$ cat config.mk
export PLATFORM = sky130hd
export DESIGN_NAME = i2cm_status
export DESIGN_NICKNAME = d
export VERILOG_FILES = /design/src/rtl/i2cm_stat_pkg.sv /design/src/rtl/i2cm_bus_track.sv /design/src/rtl/i2cm_sticky.sv /design/src/rtl/i2cm_level_reg.sv /design/src/rtl/i2cm_status.sv
export SDC_FILE = /design/constraint.sdc
export NUM_CORES = 1
export LEC_CHECK = 0
export CELL_PAD_IN_SITES_DETAIL_PLACEMENT = 0
export CELL_PAD_IN_SITES_GLOBAL_PLACEMENT = 1
export CORE_MARGIN = 2
export CORE_UTILIZATION = 39
export CTS_CLUSTER_DIAMETER = 60
export DETAILED_ROUTE_END_ITERATION = 8
export DONT_BUFFER_PORTS = 1
export GPL_TIMING_DRIVEN = 0
export PLACE_DENSITY = 0.72
export SETUP_SLACK_MARGIN = 0.05
export SYNTH_ARGS = -nofsm -noshare
export SYNTH_HDL_FRONTEND = slang
export SYNTH_SLANG_ARGS = --single-unit
$ cat constraint.sdc
create_clock -name clk -period 0.8 [get_ports clk]
set_input_delay 0.12 -clock clk [delete_from_list [all_inputs] [get_ports clk]]
set_output_delay 0.12 -clock clk [all_outputs]
set_load 0.005 [all_outputs]
$ cat src/rtl/i2cm_stat_pkg.sv
package i2cm_stat_pkg;

    typedef enum logic {
        BUS_IDLE = 1'b0,
        BUS_BUSY = 1'b1
    } bus_state_e;

    localparam int STAT_W   = 16;

    // status word bit positions
    localparam int B_SCL    = 14;
    localparam int B_SDA    = 13;
    localparam int B_UFLOW  = 12;
    localparam int B_OWNSTP = 11;
    localparam int B_BUSY   = 10;
    localparam int B_RXOVF  = 9;
    localparam int B_DONE   = 8;
    localparam int B_DNACK  = 7;
    localparam int B_ALOST  = 5;
    localparam int B_ANACK  = 4;
    localparam int B_RXREQ  = 3;
    localparam int B_TXREQ  = 2;

    // sticky flag slots
    localparam int SK_UFLOW  = 0;
    localparam int SK_OWNSTP = 1;
    localparam int SK_RXOVF  = 2;
    localparam int SK_DONE   = 3;
    localparam int SK_DNACK  = 4;
    localparam int SK_ALOST  = 5;
    localparam int SK_ANACK  = 6;
    localparam int SK_N      = 7;

    localparam int TX_DEPTH  = 2;

    function automatic logic [1:0] txf_code(input logic [1:0] lvl);
        logic [1:0] c;
        unique case (lvl)
            2'd0:    c = 2'b00;
            2'd1:    c = 2'b10;
            default: c = 2'b11;
        endcase
        return c;
    endfunction

endpackage

$ cat src/rtl/i2cm_bus_track.sv
module i2cm_bus_track
    import i2cm_stat_pkg::*;
(
    input  logic clk,
    input  logic rst_n,
    input  logic start_seen,
    input  logic stop_seen,
    output logic busy
);

    bus_state_e state_q, state_d;

    always_ff @(posedge clk or negedge rst_n) begin
        if (!rst_n) state_q <= BUS_IDLE;
        else        state_q <= state_d;
    end

    always_comb begin
        state_d = state_q;
        unique case (state_q)
            BUS_IDLE: if (start_seen && !stop_seen) state_d = BUS_BUSY;
            BUS_BUSY: if (stop_seen)                state_d = BUS_IDLE;
            default:                                state_d = BUS_IDLE;
        endcase
    end

    always_comb begin
        busy = (state_q == BUS_BUSY);
    end

    assert_stop_clears_R3: assert property (@(posedge clk) disable iff (!rst_n)
        stop_seen |=> !busy);
    assert_start_sets_R3: assert property (@(posedge clk) disable iff (!rst_n)
        (start_seen && !stop_seen) |=> busy);

endmodule

$ cat src/rtl/i2cm_sticky.sv
module i2cm_sticky #(
    parameter int N = 7
) (
    input  logic         clk,
    input  logic         rst_n,
    input  logic [N-1:0] set_ev,
    input  logic         rd_clr,
    output logic [N-1:0] flag
);

    for (genvar i = 0; i < N; i++) begin : g_flag
        always_ff @(posedge clk or negedge rst_n) begin
            if (!rst_n)         flag[i] <= 1'b0;
            else if (set_ev[i]) flag[i] <= 1'b1;
            else if (rd_clr)    flag[i] <= 1'b0;
        end

        assert_set_wins_R11: assert property (@(posedge clk) disable iff (!rst_n)
            set_ev[i] |=> flag[i]);
        assert_rd_clear_R8: assert property (@(posedge clk) disable iff (!rst_n)
            (rd_clr && !set_ev[i]) |=> !flag[i]);
        assert_hold_R8: assert property (@(posedge clk) disable iff (!rst_n)
            (flag[i] && !rd_clr) |=> flag[i]);
    end

endmodule

$ cat src/rtl/i2cm_level_reg.sv
module i2cm_level_reg
    import i2cm_stat_pkg::*;
#(
    parameter int RX_DEPTH = 4,
    localparam int RXCW = $clog2(RX_DEPTH + 1)
) (
    input  logic            clk,
    input  logic            rst_n,
    input  logic            scl_in,
    input  logic            sda_in,
    input  logic [RXCW-1:0] rx_level,
    input  logic [1:0]      tx_level,
    input  logic            dir_read,
    output logic            scl_q,
    output logic            sda_q,
    output logic            rx_req,
    output logic            tx_req,
    output logic [1:0]      txf
);

    always_ff @(posedge clk or negedge rst_n) begin
        if (!rst_n) begin
            scl_q  <= 1'b1;
            sda_q  <= 1'b1;
            rx_req <= 1'b0;
            tx_req <= 1'b0;
            txf    <= 2'b00;
        end else begin
            scl_q  <= scl_in;
            sda_q  <= sda_in;
            rx_req <= (rx_level != '0);
            tx_req <= !dir_read && (int'(tx_level) < TX_DEPTH);
            txf    <= txf_code(tx_level);
        end
    end

    assert_txf_code_R10: assert property (@(posedge clk) disable iff (!rst_n)
        txf != 2'b01);
    assert_txreq_dir_R9: assert property (@(posedge clk) disable iff (!rst_n)
        dir_read |=> !tx_req);
    assert_txreq_full_R9: assert property (@(posedge clk) disable iff (!rst_n)
        tx_req |-> (txf != 2'b11));

endmodule

$ cat src/rtl/i2cm_status.sv
module i2cm_status
    import i2cm_stat_pkg::*;
#(
    parameter int RX_DEPTH = 4,
    localparam int RXCW = $clog2(RX_DEPTH + 1)
) (
    input  logic            clk,
    input  logic            rst_n,
    input  logic            bus_start,
    input  logic            bus_stop,
    input  logic            own_stop,
    input  logic            arb_lost,
    input  logic            addr_nack,
    input  logic            data_nack,
    input  logic            tx_underflow,
    input  logic            rx_push,
    input  logic [RXCW-1:0] rx_level,
    input  logic [1:0]      tx_level,
    input  logic            dir_read,
    input  logic            master_en,
    input  logic            scl_filt,
    input  logic            sda_filt,
    input  logic            rd_strobe,
    input  logic            ie_done,
    input  logic            ie_nack,
    input  logic            ie_arb,
    input  logic            ie_rx,
    input  logic            ie_tx,
    output logic [15:0]     status,
    output logic            irq
);

    logic [SK_N-1:0] set_ev;
    logic [SK_N-1:0] flag;
    logic            busy;
    logic            scl_q, sda_q, rx_req, tx_req;
    logic [1:0]      txf;
    logic            rx_full;

    always_comb begin
        rx_full           = (int'(rx_level) == RX_DEPTH);
        set_ev            = '0;
        set_ev[SK_UFLOW]  = tx_underflow && ie_tx;
        set_ev[SK_OWNSTP] = own_stop;
        set_ev[SK_RXOVF]  = rx_push && rx_full;
        set_ev[SK_DONE]   = bus_stop && master_en;
        set_ev[SK_DNACK]  = data_nack;
        set_ev[SK_ALOST]  = arb_lost;
        set_ev[SK_ANACK]  = addr_nack;
    end

    i2cm_bus_track u_bus (
        .clk        (clk),
        .rst_n      (rst_n),
        .start_seen (bus_start),
        .stop_seen  (bus_stop),
        .busy       (busy)
    );

    i2cm_sticky #(.N(SK_N)) u_sticky (
        .clk    (clk),
        .rst_n  (rst_n),
        .set_ev (set_ev),
        .rd_clr (rd_strobe),
        .flag   (flag)
    );

    i2cm_level_reg #(.RX_DEPTH(RX_DEPTH)) u_lvl (
        .clk      (clk),
        .rst_n    (rst_n),
        .scl_in   (scl_filt),
        .sda_in   (sda_filt),
        .rx_level (rx_level),
        .tx_level (tx_level),
        .dir_read (dir_read),
        .scl_q    (scl_q),
        .sda_q    (sda_q),
        .rx_req   (rx_req),
        .tx_req   (tx_req),
        .txf      (txf)
    );

    always_comb begin
        status           = '0;
        status[B_SCL]    = scl_q;
        status[B_SDA]    = sda_q;
        status[B_UFLOW]  = flag[SK_UFLOW];
        status[B_OWNSTP] = flag[SK_OWNSTP];
        status[B_BUSY]   = busy;
        status[B_RXOVF]  = flag[SK_RXOVF];
        status[B_DONE]   = flag[SK_DONE];
        status[B_DNACK]  = flag[SK_DNACK];
        status[B_ALOST]  = flag[SK_ALOST];
        status[B_ANACK]  = flag[SK_ANACK];
        status[B_RXREQ]  = rx_req;
        status[B_TXREQ]  = tx_req;
        status[1:0]      = txf;
    end

    always_comb begin
        irq = (flag[SK_DONE] && ie_done)
            || ((flag[SK_ANACK] || flag[SK_DNACK]) && ie_nack)
            || (flag[SK_ALOST] && ie_arb)
            || (rx_req && ie_rx)
            || (tx_req && ie_tx);
    end

    assert_irq_off_R12: assert property (@(posedge clk) disable iff (!rst_n)
        !(ie_done || ie_nack || ie_arb || ie_rx || ie_tx) |-> !irq);
    assert_done_gated_R5: assert property (@(posedge clk) disable iff (!rst_n)
        (bus_stop && !master_en && !status[B_DONE]) |=> !status[B_DONE]);
    assert_uflow_gated_R6: assert property (@(posedge clk) disable iff (!rst_n)
        (tx_underflow && !ie_tx && !status[B_UFLOW]) |=> !status[B_UFLOW]);
    assert_reserved_R1: assert property (@(posedge clk) disable iff (!rst_n)
        !status[15] && !status[6]);

endmodule

==> results.yml <==
clocking:
  numCtsBuffers: 3
  cts_tree: "built"
  clkSinkCount: 14
  h-tree-depth: 1
  clk_latency_ns: 0.27
  clockBufferDepth: 2
  path_clk_slew_ns: 0.08
  cts_hold_buf: 15
  cts_root_buffer: "clkbuf_4"
worst_setup_path:
  crit_path_end_kind: "output pin"
  start_kind: "flop"
  r2r_cells: 1
  critPathKind: "flop to output pin"
  crit_arrival_ns: 0.98
  crit_fanout: 3
  reg2reg_from: "u_sticky.flag[3]"
  slowest_delay_ns: 0.42
  crit_buf_inv: 0
  crit_family: "flip-flops"
  cp.required_ns: 0.68
  r2r-end: "u_sticky.flag[3]"
  crit_slowest_cell: "dfrtp_1"
  crit_chain: "a22oi_2, nand3_2"
  r2r_slack_ns: 0.03
detailed_routing:
  wl_met2_um: 585
  vias_per_cell: 4.82
  via_count: 371
  wl_per_cell_um: 13.9
  postRouteAntennaNets: 0
  drtIter0Drc: 0
  wl_met1_um: 388
  wl_met3_um: 91
  drt_wl_total_um: 1070
  drc_errors: 0
  top_layer: "met4"
  first_pass_iters: 1
synthesis:
  netlist.area_leader.share_pct: 57.0
  synth.area.top_cells: "dfrtp_1, buf_4, dfstp_2"
  yosysWarnings: 0
  synth-seq-cells: 14
  synth_top_cell_by_area: "dfrtp_1"
  syn_area_um2: 527
  synth_cell_type_count: 15
  ys_seq_area_share_pct: 67.0
  syn_avg_cell_area_um2: 12.8
  netlist_instances: 41
grt:
  antenna_found_initial: 0
  grt_pass1_wl_um: 1520
  grt_max_degree: 15
  grt_use_total_pct: 15.1
  grt_pass1_vias: 390
  grt-ovfl-total: 0
placed_design:
  place_area_um2: 549
  finalWeightedCongestion: 0.563
  io_buffers: 0
die:
  die_height_um: 40.8
  rows: 13
  num_io_pins: 42
  dieArea_um2: 1660
  start_util_pct: 41.0
  core_um2: 1280
  die_x_um: 40.8
min_path:
  hp-class: "input port to asynchronous set/reset pin"
final_layout:
  drive_gt1_share_pct: 32.3
  syn_to_final_growth_pct: 51.1
  layout_common_cells: "dlygate4sd3_1, dfrtp_1, buf_6"
  nFillCells: 105
  utilization_pct: 61.9
  finalInstanceArea_um2: 796
  nNetsFinal: 88
  antenna_cells: 0
timing:
  tightest_slew_ns: 0.619
  min_period_ns: 1.10
  finalSetupViolations: 10
  slew_viol_final: 0
  rsz0062_at_grt: "true"
  hold_viol: 14
  setup_ws_ns: -0.300
  max_freq_mhz: 909
  relSlewSlack_pct: 58.7
  fin_crit_sh_pct: 138
  clock_skew_ns: 0
  timing.hold.ws_ns: -0.0804
outcome:
  violations: "negative hold slack, negative setup slack"
  status: "complete, but fails checks"
pwr:
  power_density_nw_per_um2: 1840
  p_leak_nw: 0.383
  total_power_w: 0.00146
  vdd_drop_max_mv: 1.00
flow_run:
  drv_cap: 0
routing by layer:
metal  vias up  global-route usage [%]
met5         -                       0
met4         0                    12.5
met3         2                    3.80
met2        26                    26.6
met1       173                    14.6
li1        170                       -
how the worst max path moves through the flow:
stage                          start  depth (start not counted)  end
floorplan           u_sticky.flag[5]                          2  irq
global placement    u_sticky.flag[5]                          2  irq
CTS                 u_sticky.flag[5]                          2  irq
detailed placement  u_sticky.flag[5]                          2  irq
global route        u_sticky.flag[3]                          2  irq
finish              u_sticky.flag[5]                          2  irq
cell type report:
type	instances	area, µm²	share of cell area (%)
sequential	14	353	44.3
timing repair buffer	16	165	20.8
multi-input combinational	19	144	18.1
buffer	8	75.1	9.43
clock buffer	4	36.3	4.56
tap	15	18.8	2.36
inverter	1	3.75	0.472
power by group:
| part | internal, W | switching (W) | total, W |
|---|---|---|---|
| registers | 0.000755 | 0.0000387 | 0.000794 |
| logic | 0.000121 | 0.0000634 | 0.000185 |
| clock network | 0.000276 | 0.000209 | 0.000486 |
per-stage QoR:
step	std cells	worst slack [ns]	setup TNS, ns
detailed placement	57	-0.0678	-0.0678
finish	77	-0.300	-1.11
CTS	76	-0.345	-1.34
global placement	57	-0.0338	-0.0338
global route	77	-0.382	-1.70
floorplan	42	0.0335	0
cell usage after synthesis, drive strengths merged:
master,count
nand3,1
a32o,1
clkbuf,1
dfstp,2
a22oi,2
o21ai,1
conb,1
nor2,4
a21o,4
inv,1
dfrtp,12
or3,1
or2,1
a22o,2
buf,7
kinds of logic after synthesis:
kind of cell,share of synthesized area (%)
compound gates,14.7
other cells,0.712
simple gates,6.18
flops,67.0
buf+inv,11.4
flip-flops by register name (all words and copies together) (netlist names):
register,count
u_lvl.sda_q,1
u_lvl.rx_req,1
u_lvl.tx_req,1
u_sticky.flag,7
u_lvl.txf,2
u_bus.busy,1
u_lvl.scl_q,1
what timing repair did:
action | CTS | global route
pin swaps | 1 | 2
gates resized for setup | 6 | 9
setup buffers | 0 | 1
endpoints found under the hold margin | 28 | 14
setup endpoints to repair | 16 | 30
No activity file was read; power rests on OpenSTA's default activity.
